## src/rtl/irq_pkg.sv

```systemverilog
package irq_pkg;
  localparam int NSRC       = 8;
  localparam int SRC_W      = $clog2(NSRC);
  localparam int VEC_W      = 8;
  localparam int VEC_BASE   = 3;
  localparam int VEC_STRIDE = 8;
  localparam int NEXT       = 4;
  localparam int NTMR       = 3;
  localparam int SER_SRC    = 4;

  // vector address for a source index
  function automatic logic [VEC_W-1:0] vec_of(input logic [SRC_W-1:0] idx);
    return VEC_W'(VEC_BASE) + VEC_W'(idx) * VEC_W'(VEC_STRIDE);
  endfunction

  // source index of external pin e
  function automatic int ext_src(input int e);
    return (e < 2) ? 2 * e : e + 4;
  endfunction

  // source index of timer t
  function automatic int tmr_src(input int t);
    return 2 * t + 1;
  endfunction

  // lowest set bit wins
  function automatic logic [SRC_W-1:0] first_set(input logic [NSRC-1:0] req);
    logic [SRC_W-1:0] idx;
    idx = '0;
    for (int i = NSRC - 1; i >= 0; i--)
      if (req[i]) idx = SRC_W'(i);
    return idx;
  endfunction
endpackage

```

## src/rtl/irq_ext_trigger.sv

```systemverilog
module irq_ext_trigger (
  input  logic clk,
  input  logic rst_n,
  input  logic pin_n,
  input  logic edge_mode,
  input  logic clr,
  output logic req,
  output logic flag_q
);
  logic pin_q;
  logic fall_hit;

  assign fall_hit = edge_mode & pin_q & ~pin_n;

  always_ff @(posedge clk or negedge rst_n) begin
    if (!rst_n) begin
      pin_q  <= 1'b1;
      flag_q <= 1'b0;
    end else begin
      pin_q <= pin_n;
      if (!edge_mode)    flag_q <= 1'b0;
      else if (fall_hit) flag_q <= 1'b1;
      else if (clr)      flag_q <= 1'b0;
    end
  end

  assign req = edge_mode ? flag_q : ~pin_n;


  edge_latch_chk: assert property (@(posedge clk) disable iff (!rst_n)
    fall_hit |=> flag_q);


  level_follow_chk: assert property (@(posedge clk) disable iff (!rst_n)
    !edge_mode |-> (req == ~pin_n));
endmodule

```

## src/rtl/irq_prio_sel.sv

```systemverilog
module irq_prio_sel
  import irq_pkg::*;
(
  input  logic [NSRC-1:0]  req,
  output logic             any,
  output logic [SRC_W-1:0] idx
);
  assign any = |req;
  assign idx = first_set(req);


  prio_low_chk: assert property (@(req) any |-> ((req & ((NSRC'(1) << idx) - NSRC'(1))) == '0));
endmodule

```

## src/rtl/irq_vector_ctrl.sv

```systemverilog
module irq_vector_ctrl
  import irq_pkg::*;
(
  input  logic                 clk,
  input  logic                 rst_n,
  input  logic [NEXT-1:0]      ext_pin_n,
  input  logic [NEXT-1:0]      ext_edge_mode,
  input  logic [NTMR-1:0]      tmr_ovf,
  input  logic                 ser_rx_flag,
  input  logic                 ser_tx_flag,
  input  logic [5:0]           en_base,
  input  logic [1:0]           en_ext_hi,
  input  logic                 global_en,
  input  logic                 ack,
  input  logic                 eoi,
  output logic                 irq_valid,
  output logic [VEC_W-1:0]     irq_vector,
  output logic [SRC_W-1:0]     irq_src
);
  logic [NSRC-1:0] raw_req;
  logic [NSRC-1:0] gated_req;
  logic [NSRC-1:0] clr_onehot;
  logic [NTMR-1:0] tmr_flag;
  logic [NEXT-1:0] ext_flag;
  logic            in_service;
  logic            take;
  logic            any_req;
  logic [SRC_W-1:0] win_idx;

  assign take       = ack & irq_valid;
  assign clr_onehot = take ? (NSRC'(1) << win_idx) : '0;

  // external pins
  for (genvar e = 0; e < NEXT; e++) begin : g_ext
    localparam int S = ext_src(e);
    irq_ext_trigger u_trig (
      .clk       (clk),
      .rst_n     (rst_n),
      .pin_n     (ext_pin_n[e]),
      .edge_mode (ext_edge_mode[e]),
      .clr       (clr_onehot[S]),
      .req       (raw_req[S]),
      .flag_q    (ext_flag[e])
    );
  end

  // timer overflow flags
  for (genvar t = 0; t < NTMR; t++) begin : g_tmr
    localparam int S = tmr_src(t);
    always_ff @(posedge clk or negedge rst_n) begin
      if (!rst_n)             tmr_flag[t] <= 1'b0;
      else if (tmr_ovf[t])    tmr_flag[t] <= 1'b1;
      else if (clr_onehot[S]) tmr_flag[t] <= 1'b0;
    end
    assign raw_req[S] = tmr_flag[t];


    tmr_clr_chk: assert property (@(posedge clk) disable iff (!rst_n)
      (take && irq_src == SRC_W'(S) && !tmr_ovf[t]) |=> !tmr_flag[t]);

    tmr_set_chk: assert property (@(posedge clk) disable iff (!rst_n)
      tmr_ovf[t] |=> tmr_flag[t]);
  end

  assign raw_req[SER_SRC] = ser_rx_flag | ser_tx_flag;

  assign gated_req = raw_req & {en_ext_hi, en_base} & {NSRC{global_en}};

  irq_prio_sel u_sel (
    .req (gated_req),
    .any (any_req),
    .idx (win_idx)
  );

  always_ff @(posedge clk or negedge rst_n) begin
    if (!rst_n)    in_service <= 1'b0;
    else if (take) in_service <= 1'b1;
    else if (eoi)  in_service <= 1'b0;
  end

  assign irq_valid  = any_req & ~in_service;
  assign irq_src    = win_idx;
  assign irq_vector = vec_of(win_idx);


  svc_block_chk: assert property (@(posedge clk) disable iff (!rst_n)
    (take && !eoi) |=> !irq_valid);


  global_gate_chk: assert property (@(posedge clk) disable iff (!rst_n)
    !global_en |-> !irq_valid);


  vec_fmt_chk: assert property (@(posedge clk) disable iff (!rst_n)
    irq_valid |-> (irq_vector == {2'b00, irq_src, 3'b011}));


  other_keep_chk: assert property (@(posedge clk) disable iff (!rst_n)
    (take && irq_src != SRC_W'(ext_src(1)) && ext_flag[1] && ext_edge_mode[1]) |=> ext_flag[1]);
endmodule

```

## config.mk

```make
export PLATFORM = sky130hd
export DESIGN_NAME = irq_vector_ctrl
export DESIGN_NICKNAME = d
export VERILOG_FILES = /design/src/rtl/irq_pkg.sv /design/src/rtl/irq_ext_trigger.sv /design/src/rtl/irq_prio_sel.sv /design/src/rtl/irq_vector_ctrl.sv
export SDC_FILE = /design/constraint.sdc
export NUM_CORES = 1
export LEC_CHECK = 0
export ABC_CLOCK_PERIOD_IN_PS = 4200
export BUFFER_PORTS_ARGS = -buffer_cell sky130_fd_sc_hd__buf_2
export CAP_MARGIN = 20
export CELL_PAD_IN_SITES_DETAIL_PLACEMENT = 2
export CELL_PAD_IN_SITES_GLOBAL_PLACEMENT = 2
export CORE_MARGIN = 1.5
export CORE_UTILIZATION = 27
export CTS_CLUSTER_DIAMETER = 80
export DETAILED_ROUTE_END_ITERATION = 10
export MAX_ROUTING_LAYER = met4
export PLACE_DENSITY = 0.93
export SLEW_MARGIN = 20
export SYNTH_ARGS = -nofsm -noshare
export SYNTH_HDL_FRONTEND = slang
export SYNTH_SLANG_ARGS = --single-unit
```

## constraint.sdc

```tcl
create_clock -name clk -period 4.2 [get_ports clk]
set_input_delay 0.84 -clock clk [delete_from_list [all_inputs] [get_ports clk]]
set_output_delay 0.84 -clock clk [all_outputs]
set_load 0.05 [all_outputs]
```

==> summary.md, run 1 <==
| Metric | Value |
|---|---|
| Outcome | `complete, no violations` |
| CTS tree | `yes` |
| CTS resizes | `0` |
| Slew Viols, Final | `0` |
| Routability cong. | `0.8094` |
| Multiplexer share of the synthesized area | `0` |
| Synth warnings | `0` |
| Core area | `2805 um2` |
| DIE WIDTH | `roughly 58 um` |
| Routed Antenna Nets | `0` |
| Crit path DAT | `2250 ps` |
| Antenna diodes | `0` |
| Row Count | `19` |
| Flop pwr share | `0.410` |
| Via density | `about 5.1` |
| P_int | `192.8 uW` |
| Min-delay worst type | `in2async` |
| Share of cells above drive strength 1 | `0.3814` |
| Max-Cap Viols | `0` |
| Starting DRC count in detailed routing | `19` |
| Leakage | `0.4570 nW` |
| # placed instances | `146` |
| Grt total ovfl | `0` |
| Power density cells | `323.0 nW/um2` |
| Final Skew | `2.099 ps` |
| Seq/Total Area, Yosys | `0.3742` |
| Crit start category | `input port` |
| CP Capture Type | `output pin` |
| Post-synthesis adder-cell area fraction | `0` |
| Power share of the combinational group | `0.365` |
| Synth Area in Simple Gates | `0.2653` |
| Post-synthesis xor/xnor area fraction | `0` |
| Clock network power share | `0.226` |
| Req. time, crit path | `around 3400 ps` |
| Crit path time final | `3086 ps` |
| Max Root-Sink Buffers | `2` |
| Finished Layout Cells | `149` |
| Post-synth cell types | `40` |
| GR Util All Layers | `0.1606` |
| Initial Util | `0.2908` |
| Die Area | `3360 um2` |
| Total number of vias | `759` |
| Setup violations, final | `0` |
| Peak supply drop | `0.00009526 V` |
| First-pass DRT Iterations | `5` |
| Largest net degree at the start of global routing | `13` |
| Power Total | `roughly 320 uW` |
| Fin crit share | `0.7347` |
| Routed WL per cell | `approximately 15 um` |
| # fillers | `337` |
| Clock latency on the worst-skew pair | `~270 ps` |
| R2R cell count | `5` |
| Fmax achieved | `about 0.32 GHz` |
| Post-synthesis cell count | `89` |
| I/O pins | `38` |
| Setup repair bufs after CTS | `0` |
| Area delta synth->final | `19.79%` |
| PortBufs | `32` |
| Clk sinks | `12` |
| First-pass GRT wire length | `3788 um` |
| Post-CTS Hold Fix Bufs | `0` |
| Yosys top cell area share | `0.2454` |
| DRT Wirelength | `2297 um` |
| CP max FO | `8` |
| Worst R2R Setup Slack | `2460 ps` |
| Sw frac | `0.3892` |
| Die Height | `57.97 um` |
| Unrepaired setup endpoints after global routing | `false` |
| Synth Register Bits | `12` |
| DRC Markers | `0` |
| Largest area contributor in the netlist | `dfrtp_1` |
| Switching Power | `122.9 uW` |
| HPWL after detailed placement | `about 1900 um` |
| Root buffer cell | `clkbuf_4` |
| TritonCTS Buffers | `3` |
| Setup_tns | `0 ps` |
| Main combinational cell family by area after synthesis | `simple AND/OR/NAND/NOR gates` |
| Synth Area per Inst | `9.166 um2` |
| Max H-tree Level | `1` |
| Clock transition at path regs | `70 ps` |
| Antenna violations before repair | `0` |
| Area fraction in compound gates after synthesis | `0.2500` |
| Mapped Area | `815.8 um2` |
| Vias in the first global route | `850` |
| Top post-synthesis cells by area | `dfrtp_1 (25%), dfstp_2 (13%), buf_4 (7.4%), nand2_1 (4.6%), o32ai_4 (3.4%)` |
| Endpoints failing hold | `0` |
| Final #Nets | `146` |
| CP Class | `in2out` |
==> layer usage <==
layer	track usage	wire length, um	vias up
met2	0.2760	1192	26
met1	0.1706	936	366
met5	-	0	-
met4	0.09635	61	0
met3	0.02902	106	4
li1	-	-	363
==> per-stage QoR <==
step           hold WS, ps  cell area [um2]  setup WS (ps)  utilization
2_1_floorplan        470.6            827.0          497.2            -
3_3_place_gp         486.6            954.7           1216       0.3403
3_5_place_dp         504.8            954.7           1141       0.3403
4_1_cts              443.6            977.2           1107       0.3484
5_1_grt              437.5            977.2           1011       0.3484
6_report             438.5            977.2           1114       0.3484
==> state kept, by name (all words and copies together) (netlist names) <==
signal and cells:
g_ext.u_trig.pin_q 4, in_service 1, raw_req 3, g_ext.u_trig.flag_q 4
==> worst max-delay path, cell delays in order <==
cell     delay, ps
buf_2          190
nand2_1        120
o31ai_1        450
nor2_1         140
a21oi_1        210
buf_2          290
==> final timing paths <==
check / start / endpoint
max in group asynchronous: rst_n / g_ext[1].u_trig.pin_q
max reg2reg: raw_req[1] / g_ext[2].u_trig.flag_q
min: rst_n / g_ext[2].u_trig.flag_q
min in group clk: raw_req[5] / raw_req[5]
max: global_en / irq_valid
min reg2reg: raw_req[5] / raw_req[5]
==> kinds of logic after synthesis <==
| group | count (synthesis) |
|---|---|
| AOI/OAI and AO/OA | 24 |
| other | 2 |
| buffers and inverters | 12 |
| and+or+nand+nor | 39 |
| DFF | 12 |
==> power groups by stage <==
stage | clock network, mW | registers [mW] | logic (mW)
detailed placement | 0 | 0.131 | 0.116
finish | 0.0713 | 0.129 | 0.115
global placement | 0 | 0.131 | 0.112
CTS | 0.0738 | 0.129 | 0.117
floorplan | 0 | 0.130 | 0.0914
global route | 0.0815 | 0.130 | 0.125
==> cells in the final DEF, fill, tap and decap left out, drive strengths merged <==
cell,count
a211oi,2
a21o,2
a21oi,5
a22o,2
a22oi,1
a31oi,1
a32o,1
and2,1
and2b,4
buf,32
clkbuf,3
clkinv,1
conb,5
dfrtp,8
dfstp,4
inv,2
nand2,11
nand2b,3
nand3,3
nand3b,1
nand4bb,1
nor2,3
nor2b,3
nor3,5
nor3b,1
nor4,1
o211a,1
o211ai,1
o21ai,3
o21bai,1
o31a,1
o31ai,1
o32a,1
o32ai,1
or2,1
or3,1
==> cell usage after synthesis (all sizes together) <==
cell type and count:
nand2 11, o32a 1, o31a 1, a31oi 1, nor3 5, conb 2, nor2 3, nand3b 1
or3 1, o31ai 1, o21bai 1, dfstp 4, a22o 2, a21o 2, nand4bb 1, clkinv 1
and2 1, a211oi 2, a22oi 1, a21oi 5, nor2b 3, buf 9, and2b 4, nand3 3
nor4 1, o211a 1, a32o 1, o21ai 3, inv 2, dfrtp 8, or2 1, nand2b 3
nor3b 1, o32ai 1, o211ai 1
==> final cells by class <==
| cell class | instances | area, um2 | share of cell area |
|---|---|---|---|
| repair buffers | 32 | 160.2 | 0.1639 |
| inverters | 3 | 11.26 | 0.01152 |
| multi-input cells | 68 | 439.2 | 0.4494 |
| well taps | 31 | 38.79 | 0.03969 |
| clock buffers | 3 | 22.52 | 0.02305 |
| flip-flops and latches | 12 | 305.3 | 0.3124 |
No activity file was read; power rests on OpenSTA's default activity.
==> run 2, diff against run 1 <==
Settings changed: ABC_AREA set to 1, ABC_CLOCK_PERIOD_IN_PS 4200 to 2600, CORE_UTILIZATION 27 to 22, PLACE_DENSITY 0.93 to 0.84.
Clock period 4.2 ns to 2.6 ns, I/O delays scaled along.
==> run 2 against run 1 <==
Effect of this change:
- first-iteration DRC count shrank 26%
- die area rose by 32%
- sequential power rose by 62%
- combinational power grew 88%
- setup slack got worse by 850 ps
- critical path type unchanged
- highest routed layer unchanged
==> summary.md, run 2 <==
| Metric | Value |
|---|---|
| Outcome | `complete, no violations` |
| Ys async rst share | `1.000` |
| Core area | `3771 um2` |
| Endpoints failing hold | `0` |
| # placed instances | `188` |
| Mapped Area | `887.1 um2` |
| CP Capture Type | `output pin` |
| Leakage | `0.6275 nW` |
| Crit path cell chain | `buf_2 > nand2_2 > a21oi_1 > nand2_1 > nand2_1 > nand2_1 > nand2_1 > nand2_1 > nand2_2 > nand2_2 > inv_1 > buf_2` |
| Row Count | `22` |
| I/O pins | `38` |
| Post-synthesis cell count | `roughly 110` |
| Unrepaired setup endpoints after global routing | `false` |
| M2 GR Usage | `0.2275` |
| HPWL after detailed placement | `2027 um` |
| Met3 usage | `0.02027` |
| Max-Cap Viols | `0` |
| Total number of vias | `816` |
| DRC Markers | `0` |
| Power Total | `632.5 uW` |
| Post-CTS Hold Fix Bufs | `0` |
| Yosys top cell area share | `0.2257` |
| Post-synth top cells | `nand2_1 (28), inv_1 (16), nand2_2 (9)` |
| Peak supply drop | `0.0003200 V` |
| Critical path's top delay family | `simple AND/OR/NAND/NOR gates` |
| Met1 usage | `0.1384` |
| Largest area contributor in the netlist | `dfrtp_1` |
| GRT Max-Usage Layer | `met2` |
| Routed WL per cell | `12.16 um` |
| Root buffer cell | `clkbuf_8` |
| CP max FO | `8` |
| Slew Viols, Final | `0` |
| Crit path DAT | `1820 ps` |
| Synth Register Bits | `12` |
| CP bufs+invs | `3` |
| Commonest non-fill, non-tap cell in the layout | `buf_2` |
| Post-synth cell types | `24` |
| Grt total ovfl | `0` |
| Worst r2r dst | `g_ext[3].u_trig.flag_q` |
| Finished Layout Cells | `192` |
| TritonCTS Buffers | `3` |
| Setup_tns | `0 ps` |
| Area delta synth->final | `24.26%` |
| Antenna diodes | `0` |
| Clk sinks | `12` |
| Stages on worst setup path | `12` |
| PortBufs | `32` |
| Via density | `4.250` |
| CP most frequent cell | `nand2_1` |
| # fillers | `434` |
| R2r startpoint | `g_ext[0].u_trig.flag_q` |
| Crit path to | `irq_vector[3]` |
| First-pass GRT wire length | `4077 um` |
| Req. time, crit path | `~2100 ps` |
| Initial Util | `0.2352` |
| Fin crit share | `0.8996` |
| Synth warnings | `0` |
| Main flop type after synthesis | `dfrtp_1` |
| CP max stage cell | `buf_2` |
| Count leader, synth | `nand2_1` |
| CTS tree | `yes` |
| CTS resizes | `0` |
| Antenna violations before repair | `0` |
| Fmax achieved | `0.4275 GHz` |
| Crit path launch | `global_en` |
| Worst R2R Setup Slack | `around 1100 ps` |
| Min-delay worst type | `in2async` |
| Post-Route Utilization | `0.2923` |
| Seq/Total Area, Yosys | `0.3441` |
| Clock latency on the worst-skew pair | `around 250 ps` |
| Routability cong. | `0.7414` |
| Power density cells | `about 570 nW/um2` |
| Crit path largest cell delay | `260 ps` |
| Top post-synthesis cells by area | `dfrtp_1 (23%), dfstp_2 (12%), nand2_1 (12%), buf_4 (6.8%), inv_1 (6.8%)` |
| Final Skew | `4.157 ps` |
| Clock transition at path regs | `50 ps` |
| CP Class | `in2out` |
| Max Root-Sink Buffers | `2` |
| Die Area | `4422 um2` |
| Synth Area per Inst | `7.782 um2` |
| Most frequent cells in the layout | `buf_2 (32), nand2_1 (28), inv_1 (16)` |
| DRT Wirelength | `2334 um` |
| Routed Antenna Nets | `0` |
| Max H-tree Level | `1` |
| Vias in the first global route | `roughly 940` |
| Setup violations, final | `0` |
| First-pass DRT Iterations | `2` |
| Setup repair bufs after CTS | `0` |
| Crit path time final | `between 2000 and 2500 ps` |
| Starting DRC count in detailed routing | `14` |
| Largest net degree at the start of global routing | `13` |
| Post-synth EDFFs | `0` |
| DIE WIDTH | `66.50 um` |
| Share of cells above drive strength 1 | `0.4444` |
| GR Util All Layers | `0.1257` |
| R2R cell count | `10` |
| Fin Hold WS | `151.6 ps` |
| Crit start category | `input port` |
| Final #Nets | `around 170` |
| Die Height | `66.50 um` |
## run 2: worst reg2reg max path, cell delays in order (launching register included)
cell     delay, ps
dfrtp_1        370
nand2_1        100
o21ai_2         80
nand2_4        100
nand2_4         90
nor2_2         180
nand4_1        100
inv_1          110
nand4_1        110
nand2_1         70
nand2_1         40
## run 2: logic make-up (layout without fill, tap and decap cells)
logic type	count (synthesis)	after routing	synth area share
other cells	2	5	0.008466
simple gates	64	64	0.4203
compound gates	8	8	0.06629
buf+inv	28	55	0.1608
flops	12	12	0.3441
## run 2: layout make-up
type	instances	area [um2]	area share
flip-flops and latches	12	305.3	0.2770
well taps	48	60.06	0.05448
clock buffers	4	55.05	0.04994
multi-input cells	77	450.4	0.4086
inverters	19	71.32	0.06470
repair buffers	32	160.2	0.1453
## run 2: stage by stage
stage          setup WS, ps  cell area (um2)
2_1_floorplan         281.6            898.4
3_3_place_gp          272.8             1047
3_5_place_dp          220.3             1047
4_1_cts               205.8             1102
5_1_grt               59.34             1102
6_report              261.1             1102
## run 2: per-layer routing
metal / vias up / share of wire / wire (um)
met2: 26 / 0.54 / 1261
met5: - / 0 / 0
met3: 5 / 0.041 / 95
met4: 0 / 0.017 / 39
met1: 387 / 0.40 / 938
li1: 398 / - / -
## run 2: worst min path at each step
| stage | cells past startpoint | endpoint | slack, ps | startpoint |
|---|---|---|---|---|
| 6_report | 1 | g_ext[0].u_trig.flag_q | 150 | rst_n |
| 3_3_place_gp | 1 | g_ext[0].u_trig.flag_q | 420 | rst_n |
| 5_1_grt | 1 | g_ext[0].u_trig.flag_q | 160 | rst_n |
| 4_1_cts | 1 | g_ext[0].u_trig.flag_q | 150 | rst_n |
| 2_1_floorplan | 0 | g_ext[0].u_trig.flag_q | 220 | rst_n |
| 3_5_place_dp | 1 | g_ext[0].u_trig.flag_q | 430 | rst_n |
## run 2: power breakdown
group          leakage [nW]  internal [mW]  total [mW]  switching, mW
Clock                0.0288          0.134       0.208         0.0737
Combinational         0.465         0.0583       0.216          0.157
Sequential            0.133          0.203       0.209        0.00586
Total                 0.628          0.395       0.632          0.237
